===== src/rtl/vrp_pkg.sv =====
package vrp_pkg;
    typedef enum logic [1:0] {
        ACC_IDLE  = 2'd0,
        ACC_READ  = 2'd1,
        ACC_WRITE = 2'd2
    } acc_kind_e;
endpackage


===== src/rtl/vrp_addr_seq.sv =====
module vrp_addr_seq #(
    parameter int ADDR_W = 14,
    parameter int DATA_W = 8,
    localparam int HI_W  = ADDR_W - DATA_W
) (
    input  logic              clk,
    input  logic              rst_n,
    input  logic              ctl_wr,
    input  logic              data_acc,
    input  logic [DATA_W-1:0] wdata,
    output logic              load_vld,
    output logic              load_rd,
    output logic [ADDR_W-1:0] load_addr
);
    typedef struct packed {
        logic              second;
        logic [DATA_W-1:0] low;
    } seq_t;

    seq_t seq_d, seq_q;

    logic unused_top;
    assign unused_top = ^wdata[DATA_W-1:HI_W+1];

    always_comb begin
        seq_d     = seq_q;
        load_vld  = 1'b0;
        load_rd   = ~wdata[HI_W];
        load_addr = {wdata[HI_W-1:0], seq_q.low};
        if (data_acc) begin
            seq_d.second = 1'b0;
        end else if (ctl_wr) begin
            if (!seq_q.second) begin
                seq_d.low    = wdata;
                seq_d.second = 1'b1;
            end else begin
                seq_d.second = 1'b0;
                load_vld     = 1'b1;
            end
        end
    end

    always_ff @(posedge clk) begin
        if (!rst_n) begin
            seq_q <= '0;
        end else begin
            seq_q <= seq_d;
        end
    end
endmodule


===== src/rtl/vrp_addr_ctr.sv =====
module vrp_addr_ctr #(
    parameter int ADDR_W = 14
) (
    input  logic              clk,
    input  logic              rst_n,
    input  logic              load,
    input  logic [ADDR_W-1:0] load_addr,
    input  logic              inc,
    output logic [ADDR_W-1:0] addr
);
    logic [ADDR_W-1:0] addr_d, addr_q;

    always_comb begin
        addr_d = addr_q;
        if (load) begin
            addr_d = load_addr;
        end else if (inc) begin
            addr_d = addr_q + {{(ADDR_W-1){1'b0}}, 1'b1};
        end
    end

    always_ff @(posedge clk) begin
        if (!rst_n) begin
            addr_q <= '0;
        end else begin
            addr_q <= addr_d;
        end
    end

    assign addr = addr_q;
endmodule


===== src/rtl/vrp_req_ctl.sv =====
module vrp_req_ctl
    import vrp_pkg::*;
#(
    parameter int DATA_W = 8
) (
    input  logic              clk,
    input  logic              rst_n,
    input  logic              start_rd,
    input  logic              start_wr,
    input  logic [DATA_W-1:0] wdata,
    input  logic              gnt,
    input  logic [DATA_W-1:0] rdata,
    output logic              pend,
    output logic              we,
    output logic [DATA_W-1:0] wbuf,
    output logic [DATA_W-1:0] latch,
    output logic              done
);
    typedef struct packed {
        acc_kind_e         kind;
        logic [DATA_W-1:0] wbuf;
        logic [DATA_W-1:0] latch;
    } req_t;

    req_t req_d, req_q;

    always_comb begin
        req_d = req_q;
        done  = 1'b0;
        if (req_q.kind != ACC_IDLE) begin
            if (gnt) begin
                done       = 1'b1;
                req_d.kind = ACC_IDLE;
                if (req_q.kind == ACC_READ) begin
                    req_d.latch = rdata;
                end
            end
        end else if (start_wr) begin
            req_d.kind = ACC_WRITE;
            req_d.wbuf = wdata;
        end else if (start_rd) begin
            req_d.kind = ACC_READ;
        end
    end

    always_ff @(posedge clk) begin
        if (!rst_n) begin
            req_q <= '{kind: ACC_IDLE, wbuf: '0, latch: '0};
        end else begin
            req_q <= req_d;
        end
    end

    assign pend  = (req_q.kind != ACC_IDLE);
    assign we    = (req_q.kind == ACC_WRITE);
    assign wbuf  = req_q.wbuf;
    assign latch = req_q.latch;
endmodule


===== src/rtl/vram_host_port.sv =====
module vram_host_port #(
    parameter int ADDR_W = 14,
    parameter int DATA_W = 8
) (
    input  logic              clk,
    input  logic              rst_n,
    input  logic              cpu_sel,
    input  logic              cpu_wr,
    input  logic              cpu_rd,
    input  logic [DATA_W-1:0] cpu_wdata,
    output logic [DATA_W-1:0] cpu_rdata,
    output logic              busy,
    output logic              mem_req,
    output logic              mem_we,
    output logic [ADDR_W-1:0] mem_addr,
    output logic [DATA_W-1:0] mem_wdata,
    input  logic              mem_gnt,
    input  logic [DATA_W-1:0] mem_rdata
);
    logic              pend;
    logic              accept;
    logic              ctl_wr;
    logic              dat_wr;
    logic              dat_rd;
    logic              load_vld;
    logic              load_rd;
    logic [ADDR_W-1:0] load_addr;
    logic [ADDR_W-1:0] addr_q;
    logic              done;

    assign accept = ~pend;
    assign ctl_wr = accept & cpu_wr & cpu_sel;
    assign dat_wr = accept & cpu_wr & ~cpu_sel;
    assign dat_rd = accept & cpu_rd & ~cpu_wr & ~cpu_sel;

    vrp_addr_seq #(.ADDR_W(ADDR_W), .DATA_W(DATA_W)) u_seq (
        .clk       (clk),
        .rst_n     (rst_n),
        .ctl_wr    (ctl_wr),
        .data_acc  (dat_wr | dat_rd),
        .wdata     (cpu_wdata),
        .load_vld  (load_vld),
        .load_rd   (load_rd),
        .load_addr (load_addr)
    );

    vrp_addr_ctr #(.ADDR_W(ADDR_W)) u_ctr (
        .clk       (clk),
        .rst_n     (rst_n),
        .load      (load_vld),
        .load_addr (load_addr),
        .inc       (done),
        .addr      (addr_q)
    );

    vrp_req_ctl #(.DATA_W(DATA_W)) u_req (
        .clk      (clk),
        .rst_n    (rst_n),
        .start_rd (dat_rd | (load_vld & load_rd)),
        .start_wr (dat_wr),
        .wdata    (cpu_wdata),
        .gnt      (mem_gnt),
        .rdata    (mem_rdata),
        .pend     (pend),
        .we       (mem_we),
        .wbuf     (mem_wdata),
        .latch    (cpu_rdata),
        .done     (done)
    );

    assign busy     = pend;
    assign mem_req  = pend;
    assign mem_addr = addr_q;
endmodule


===== config.mk =====
export PLATFORM = sky130hd
export DESIGN_NAME = vram_host_port
export DESIGN_NICKNAME = d
export VERILOG_FILES = /design/src/rtl/vrp_pkg.sv /design/src/rtl/vrp_addr_seq.sv /design/src/rtl/vrp_addr_ctr.sv /design/src/rtl/vrp_req_ctl.sv /design/src/rtl/vram_host_port.sv
export SDC_FILE = /design/constraint.sdc
export NUM_CORES = 1
export LEC_CHECK = 0
export ABC_AREA = 1
export BUFFER_PORTS_ARGS = -buffer_cell sky130_fd_sc_hd__buf_2
export CORE_AREA = 5 5 79 81
export DETAILED_ROUTE_END_ITERATION = 16
export DIE_AREA = 0 0 84 86
export GPL_TIMING_DRIVEN = 0
export HOLD_SLACK_MARGIN = 0.05
export MAX_ROUTING_LAYER = met4
export SYNTH_ARGS = -nofsm -noshare
export SYNTH_HDL_FRONTEND = slang
export SYNTH_SLANG_ARGS = --single-unit

===== constraint.sdc =====
create_clock -name clk -period 1.6 [get_ports clk]
set_input_delay 0.16 -clock clk [delete_from_list [all_inputs] [get_ports clk]]
set_output_delay 0.16 -clock clk [all_outputs]
set_load 0.03 [all_outputs]

-- Yosys cells after proc, flatten, opt, wreduce, memory -nomap -nowiden
Index checks and enable logic that the tools add are counted.
- reductions and logical operators: 8
- add/subtract/negate cells: 1
- mux-type cells: 12
- equal/unequal tests: 3
- bitwise operators: 16
- operator list (cell ; number):
    $mux 14 ; 2
    $add 14x1->14 const B ; 1
    $mux 2 ; 4
    $and 1x1->1 ; 7
    $not 1->1 ; 7
    $mux 1 ; 6
    $reduce_and 3->1 ; 2
    $reduce_and 2->1 ; 2
    $reduce_bool 2->1 ; 2
    $reduce_bool 3->1 ; 1
    $eq 2x1->1 const B ; 1
    $eq 2x2->1 const B ; 1
    $ne 2x2->1 const B ; 1
    $or 1x1->1 ; 2
    $reduce_or 2->1 ; 1
- register bits: 41
- logic and storage cells: 46
- input port bits: 22
- output and inout port bits: 33

-- Logic depth before layout (Yosys ltp)
Gate-level depths: netlist of the first run.
- word-level depth: 12
- gate-level depth with buffers: 10

-- Hierarchy
From an unflattened synthesis of the first run, not the netlist that was laid out.
- cell total of the unflattened synthesis: 349
- area total of the unflattened synthesis: 2378.5 µm²
- by module, submodules not included (module ; cells each ; area an instance (µm²) ; sequential area each (µm²) ; times used):
    vrp_req_ctl ; 137 ; 918.4 ; 360.3 ; 1
    vrp_addr_ctr ; 127 ; 874.6 ; 280.3 ; 1
    vrp_addr_seq ; 73 ; 520.5 ; 180.2 ; 1
    vram_host_port ; 12 ; 65.1 ; 0.0 ; 1

-- Worst setup path before layout of the first run
No wires, ideal clock.
- kind: reg-to-reg
- from: register u_ctr.addr_q[1] (netlist: u_ctr.addr[1])
- to: register u_ctr.addr_q[8] (netlist: u_ctr.addr[8])
- slack: 0.069 ns
- data required time: 1.479 ns
- arrival: 1.410 ns
- period minus slack after synthesis: 1.531 ns
- stages on the path, launching flop included: 8
- cells stage by stage: dfxtp_1 -> ha_1 -> nand3_1 -> nor2_2 -> nand2_1 -> nor2_1 -> xnor2_1 -> a21oi_1
- longest elaborated chain between the ends: 3
- RTL lines (element ; RTL line ; text):
    start: declaration ; vrp_addr_ctr.sv:11 ; logic [ADDR_W-1:0] addr_d, addr_q;
    start signal: assignment ; vrp_addr_ctr.sv:26 ; addr_q <= addr_d;
    $add 14x1->14 ; vrp_addr_ctr.sv:18 ; addr_d = addr_q + {{(ADDR_W-1){1'b0}}, 1'b1};
    $mux 14 ; vrp_addr_ctr.sv:17 ; end else if (inc) begin
    $mux 14 ; vrp_addr_ctr.sv:15 ; if (load) begin
No other way between the ends. The select of a mux whose other input is x is not followed.
A chain may end at the register's enable or synchronous reset.

-- Final worst setup path of the first run
- from: register u_seq.seq_q[8] (netlist name)
- to: register u_ctr.addr_q[7] (netlist: u_ctr.addr[7])
- longest elaborated chain between the ends: 4
- elaborated cells between the ends (all ways): 5
- those cells by class: mux: 4; reduce/logical: 1
- RTL lines (element ; RTL line ; text):
    start: declaration ; vrp_addr_seq.sv:20 ; seq_t seq_d, seq_q;
    start signal: assignment ; vrp_addr_seq.sv:47 ; seq_q <= seq_d;
    $mux 1 (*) ; vrp_addr_seq.sv:33 ; if (!seq_q.second) begin
    $mux 1 (*) ; vrp_addr_seq.sv:32 ; end else if (ctl_wr) begin
    $mux 1 (*) ; vrp_addr_seq.sv:30 ; if (data_acc) begin
    $mux 14 / $reduce_bool 2->1 (equally long branches) ; - ;
Every way passes the cells marked *; elsewhere a longest branch is shown, timed or not.

==> impl_metrics.csv, run 1 <==
group,metric,value,unit
place,dp_worst_setup_slack,0.125,ns
outcome,status,"completed",
drt,via_per_inst,4.60,
sta,worst_slack,0.126,ns
grt,first_global_vias,1816,
floorplanning,initial_core_util,38.4,%
sta,tightest_slew,0.427,ns
sta,fin_skew,0.00400,ns
sta,finalCritPeriodShare,92.1,%
clocking,htree_levels,2,
place,place.detailed.hpwl,3780,um
floorplanning,fp.dieW,84,um
setup_path,worstPathArrival,1.66,ns
grt,antenna_found_initial,0,
drt,vias,1930,
setup_path,worstSetupPathType,"flop to flop",
job,cap_viol_max_count,0,
place,port_buffers,53,
pwr,p_leak,1.17,nW
synth,syn_avg_cell_area,7.22,um^2
drt,postRouteAntennaNets,0,
setup_path,rr_startpoint,"u_seq.seq_q[8]$_SDFFE_PP0N_",
worst_hold_path,holdCritPathClass,"input pin to flop",
synth,yosysTopAreaCell,"dfxtp_1",
drt,drc,0,
synth,syn_inst,288,
drt,finalWirelength,4950,um
synth,synthDistinctLibCells,28,
floorplanning,die_area,0.00722,mm^2
sta,post-route-min-period,1.47,ns
finish,nets,371,
floorplanning,core-area,0.00541,mm^2
clocking,cts_tree,"done",
finish,instances_no_fill,420,
sta,rsz0062_at_grt,"false",
synth,ys_seq_area_share,39.5,%
synth,syn_area,0.00208,mm^2
pwr,p_int,1.54,mW
setup_path,end_kind,"flop",
pwr,power_density,856,mW/mm^2
finish,insertedDiodeCount,0,
sta,maxSlewHeadroom,71.5,%
pwr,combPwrFrac,17.1,%
drt,dr.pass1.iters,4,
grt,grt_pass1_wl,8400,um
sta,fin_hold_ws,0.145,ns
sta,hold_viol_final,0,
pwr,pwr-share-seq,50.6,%
place,placed_cells,413,
sta,drv_slew,0,
synth,synth_area_leaders,"dfxtp_1 (39%), nand2_1 (10%), a21oi_1 (8.7%)",
place,finalWeightedCongestion,0.786,
setup_path,r2r_cells,6,
floorplanning,die_h,86,um
finish,drive_above_1_share,27.3,%
worst_hold_path,hold_start,"mem_rdata[3]",
clocking,hold_buffers,0,
grt,grt_max_degree,13,
clocking,cts_num_sinks,41,
worst_hold_path,whs_path_depth,3,
synth,synth_warnings,0,
pwr,p_sw,0.629,mW
sta,fin_tns_setup,0,ns
clocking,clkTransAtPathRegs,0.08,ns
drt,wl_per_cell,11.8,um
synth,syn_nets,311,
setup_path,critPathLaunchType,"flop",
pwr,ir_worst_vdd,442,uV
floorplanning,pin_count,55,
floorplanning,fp-row-count,27,
sta,max_freq,678,MHz
sta,setup_violations,0,
setup_path,r2r_end,"u_ctr.addr[7]$_SDFFE_PN0P_",
clocking,clockBufferDepth,2,
synth,ys_seq_elements,41,
synth,synth_top_area_share,39.5,%
pwr,swShare,29.0,%
finish,utilization,46.9,%
grt,grt_usage,14.6,%
finish,area_growth,22.0,%
setup_path,path_max_fanout,10,
clocking,clk_latency,0.29,ns
worst_hold_path,worstHoldEndpoint,"u_req.latch[3]$_SDFFE_PN0P_",
setup_path,worstPathRequired,1.78,ns
pwr,clkPwrFrac,32.3,%
grt,overflow,0,
setup_path,rrSetupSlack,0.13,ns
drt,drt-initial-drc-count,93,
clocking,numCtsBuffers,5,
clocking,clockRootBuffer,"clkbuf_8",
==> power by group through the flow <==
stage / sequential (mW) / clock, mW / combinational [mW]
after detailed placement: 1.12 / 0 / 0.374
after global placement: 1.12 / 0 / 0.371
after CTS: 1.10 / 0.729 / 0.375
after floorplan: 1.13 / 0 / 0.251
final: 1.10 / 0.701 / 0.371
after global routing: 1.11 / 0.765 / 0.416
==> cells in the final DEF, fill, tap and decap left out <==
| cell | instances |
|---|---|
| nand2_1 | 57 |
| buf_2 | 56 |
| dfxtp_1 | 40 |
| inv_1 | 36 |
| a21oi_1 | 36 |
| nand3_1 | 26 |
| o21ai_0 | 21 |
| buf_4 | 17 |
| nor2_1 | 15 |
| xor2_1 | 6 |
| clkbuf_8 | 6 |
| nor2_4 | 4 |
| nand4_1 | 4 |
| clkbuf_1 | 3 |
| buf_6 | 3 |
| clkinv_1 | 2 |
| inv_2 | 2 |
| xnor2_1 | 2 |
| nand3_4 | 1 |
| nand2_4 | 1 |
| nand3_2 | 1 |
| nand3b_1 | 1 |
| o2111ai_1 | 1 |
| o21bai_1 | 1 |
| a21oi_2 | 1 |
| o211ai_2 | 1 |
| a22oi_1 | 1 |
| ha_1 | 1 |
| clkinvlp_4 | 1 |
| dfxtp_2 | 1 |
==> cells by family after synthesis <==
| logic type | synth area share [%] |
|---|---|
| AO/OA/AOI/OAI | 15.9 |
| XOR/XNOR | 3.37 |
| adder cells (fa/ha/maj) | 0.602 |
| buffers and inverters | 16.3 |
| flip-flops | 39.5 |
| AND/OR/NAND/NOR | 24.4 |
==> stage by stage <==
stage,cell area [um^2],total power [mW]
after global placement,2430,1.49
after global routing,2530,2.29
after detailed placement,2430,1.50
final,2530,2.17
after floorplan,2080,1.38
after CTS,2520,2.20
==> critical path, cell delays in order, from the launching register on <==
cell and delay [ns]:
dfxtp_1 0.34, clkinv_1 0.28, nor2_4 0.21, inv_2 0.11
buf_6 0.15, o21ai_0 0.20, a21oi_1 0.06
==> cells in the mapped netlist <==
| cell type | instances |
|---|---|
| nand3_4 | 1 |
| nand2_1 | 57 |
| ha_1 | 1 |
| o21bai_1 | 1 |
| o211ai_2 | 1 |
| o21ai_0 | 21 |
| nand3_1 | 26 |
| nand4_1 | 4 |
| nor2_4 | 3 |
| a21oi_1 | 36 |
| buf_6 | 3 |
| nand3b_1 | 1 |
| buf_2 | 3 |
| a22oi_1 | 1 |
| nor2_2 | 1 |
| clkinv_1 | 2 |
| xnor2_1 | 2 |
| a21oi_2 | 1 |
| buf_4 | 17 |
| nor2_1 | 15 |
| inv_2 | 2 |
| dfxtp_1 | 41 |
| xor2_1 | 6 |
| nand2_2 | 1 |
| o2111ai_1 | 1 |
| clkbuf_1 | 3 |
| inv_1 | 36 |
| nand3_2 | 1 |
==> worst max-delay path by stage <==
stage / start / to / cells past startpoint
2_1_floorplan: u_ctr.addr[1]$_SDFFE_PN0P_ / u_ctr.addr[8]$_SDFFE_PN0P_ / 7
4_1_cts: u_ctr.addr[1]$_SDFFE_PN0P_ / u_ctr.addr[8]$_SDFFE_PN0P_ / 7
3_5_place_dp: u_ctr.addr[1]$_SDFFE_PN0P_ / u_ctr.addr[8]$_SDFFE_PN0P_ / 7
6_report: u_seq.seq_q[8]$_SDFFE_PP0N_ / u_ctr.addr[7]$_SDFFE_PN0P_ / 6
5_1_grt: u_ctr.addr[1]$_SDFFE_PN0P_ / u_ctr.addr[8]$_SDFFE_PN0P_ / 7
3_3_place_gp: u_ctr.addr[0]$_SDFFE_PN0P_ / u_ctr.addr[8]$_SDFFE_PN0P_ / 7
==> routing by layer <==
metal	share of wire, %	global-route usage, %	wire, um
met1	49	18.6	2440
met2	46	23.4	2260
met3	3.8	3.36	186
met4	1.2	3.95	59
met5	0	-	0
==> what timing repair did <==
| action | 4_1_cts | 5_1_grt |
|---|---|---|
| gates resized for setup | 0 | 3 |
| endpoints found under the setup margin | 0 | 2 |
| buffers inserted | 0 | 0 |
==> layout make-up <==
cell class	count	area, um^2
well taps	72	90.1
multi-input cells	181	930
repair buffers	53	265
inverters	40	150
clock inverters	1	7.51
plain buffers	26	188
flip-flops and latches	41	822
fillers	587	2870
clock buffers	6	82.6
==> sequential cells by signal (all words and copies together), names as in the netlist <==
signal           count
u_ctr.addr          14
u_req.latch          8
u_req.req_q          2
u_req.wbuf           8
u_seq.load_addr      8
u_seq.seq_q          1
Power figures use the tool's default switching activity.
==> inputs of run 2 (changes only) <==
==> constraint.sdc (replaced) <==
create_clock -name clk -period 1.5 [get_ports clk]
set_input_delay 0.15 -clock clk [delete_from_list [all_inputs] [get_ports clk]]
set_output_delay 0.15 -clock clk [all_outputs]
set_load 0.03 [all_outputs]
==> run 2 against run 1 <==
  * Cell area grew 1.7%
  * Routed wire length grew 0.83%
  * Critical path depth down 2
  * Critical path type is now flop to output pin
  * Largest cell class unchanged
==> impl_metrics.csv, run 2 (synthesis results as in run 1) <==
group,metric,value,unit
outcome,status,"completed",
sta,setup_violations,0,
finish,final_cell_mix,"nand2_1 (56), buf_2 (56), dfxtp_1 (38)",
pwr,swShare,30.1,%
drt,drt-initial-drc-count,69,
finish,nets,373,
place,place.detailed.hpwl,3760,um
clocking,clockRootBuffer,"clkbuf_8",
floorplanning,fp.dieW,84,um
setup_path,worstSetupPathType,"flop to output pin",
sta,maxSlewHeadroom,70.2,%
grt,first_global_vias,1897,
clocking,clockBufferDepth,2,
pwr,p_leak,1.17,nW
sta,fin_skew,0.00947,ns
clocking,cts_tree,"done",
sta,max_freq,722,MHz
setup_path,crit_family,"flip-flops",
drt,vias,1968,
sta,finalCritPeriodShare,92.4,%
grt,grt_usage,14.9,%
grt,grt_pass1_wl,8590,um
pwr,ir_worst_vdd,482,uV
drt,drc,0,
setup_path,cpPeakStageDelay,0.40,ns
setup_path,worstPathArrival,1.24,ns
clocking,cts_num_sinks,41,
setup_path,cp-startpoint,"u_req.req_q[17]$_SDFFE_PN0P_",
clocking,hold_buffers,0,
finish,insertedDiodeCount,0,
grt,grt_max_degree,14,
place,place_area,0.00244,mm^2
job,cap_viol_max_count,0,
worst_hold_path,hold_start,"mem_rdata[7]",
clocking,clkTransAtPathRegs,0.09,ns
worst_hold_path,holdCritPathClass,"input pin to flop",
finish,fillers,596,
sta,rsz0062_at_grt,"false",
finish,drive_above_1_share,30.2,%
sta,post-route-min-period,1.39,ns
pwr,clkPwrFrac,31.7,%
floorplanning,pin_count,55,
sta,hold_viol_final,0,
setup_path,path_max_fanout,5,
finish,final_area,0.00258,mm^2
pwr,p_int,1.61,mW
place,port_buffers,53,
setup_path,critPathLaunchType,"flop",
sta,tightest_slew,0.447,ns
clocking,numCtsBuffers,5,
drt,dr.pass1.iters,4,
finish,area_growth,24.0,%
setup_path,rrSetupSlack,0.12,ns
setup_path,worstPathRequired,1.35,ns
sta,drv_slew,0,
sta,fin_tns_setup,0,ns
setup_path,worst-path-buf-inv,3,
finish,utilization,47.7,%
floorplanning,fp-row-count,27,
floorplanning,core-area,0.00541,mm^2
drt,postRouteAntennaNets,0,
place,finalWeightedCongestion,0.775,
setup_path,cp_cell_sequence,"inv_1 -> nand2_1 -> buf_4 -> buf_2",
setup_path,end_kind,"output pin",
pwr,combPwrFrac,17.5,%
clocking,htree_levels,2,
finish,largest_reg_flops,14,
pwr,p_sw,0.693,mW
grt,antenna_found_initial,0,
setup_path,crit_slowest_cell,"dfxtp_1",
grt,overflow,0,
drt,via_per_inst,4.65,
floorplanning,die_area,0.00722,mm^2
drt,finalWirelength,4990,um
floorplanning,initial_core_util,38.4,%
drt,wl_per_cell,11.8,um
clocking,clk_latency,0.30,ns
pwr,power_density,894,mW/mm^2
pwr,pwr-share-seq,50.8,%
pwr,total_power,2.31,mW
floorplanning,die_h,86,um
setup_path,rr_startpoint,"u_req.req_q[17]$_SDFFE_PN0P_",
-- run 2: cell types whose count changed in the layout (fill, tap and decap cells not counted), moves of 2 or more --
cell and delta:
dfxtp_4 +2, clkinv_1 -2, clkinvlp_4 +3, nor2_1 -2, buf_4 +2, dfxtp_1 -2, nor2_2 +2
-- run 2: final timing paths --
path,depth (start not counted),end
setup / recovery,4,mem_req
hold / removal,3,u_req.latch[7]$_SDFFE_PN0P_
setup reg to reg,7,u_ctr.addr[7]$_SDFFE_PN0P_
hold reg to reg,2,u_req.latch[5]$_SDFFE_PN0P_
-- run 2: power groups by stage --
| stage | Sequential [mW] | Combinational, mW | Clock (mW) |
|---|---|---|---|
| final | 1.17 | 0.403 | 0.731 |
| after floorplan | 1.21 | 0.267 | 0 |
| after global routing | 1.18 | 0.449 | 0.804 |
| after global placement | 1.20 | 0.396 | 0 |
| after CTS | 1.17 | 0.399 | 0.750 |
| after detailed placement | 1.20 | 0.398 | 0 |
-- run 2: final cells by class --
cell class | count | area (um^2) | area share [%]
inverter | 40 | 158 | 6.12
tap | 72 | 90.1 | 3.50
clock inverter | 2 | 15.0 | 0.583
buffer | 26 | 188 | 7.28
sequential | 41 | 830 | 32.2
multi-input combinational | 181 | 945 | 36.7
timing repair buffer | 55 | 280 | 10.9
clock buffer | 6 | 72.6 | 2.82
-- run 2: routing by layer --
metal,track usage [%],wire (um),up-vias
met5,-,0,-
met4,3.51,55,0
met3,3.94,243,6
met2,24.5,2330,39
met1,18.5,2360,887
li1,-,-,1036
-- run 2: through the flow --
step                      setup slack [ns]  hold slack [ns]  instances
after floorplan                      0.111            0.318        288
after global placement              0.0518            0.431        413
after detailed placement            0.0445            0.435        413
after CTS                           0.0194            0.123        421
after global routing               0.00670            0.145        423
final                                0.115            0.126        423
-- run 2: worst reg2reg max path, delay by kind of cell, from the launching register on --
kind,cells,cell delay (ns)
simple gates,3,0.45
buf+inv,2,0.25
flops,1,0.35
compound gates,2,0.21
-- run 2: what timing repair did --
action                                 CTS  global route
setup endpoints to repair                0            13
buffers inserted                         0             2
resized for setup                        0            13
endpoints found under the hold margin    0             0
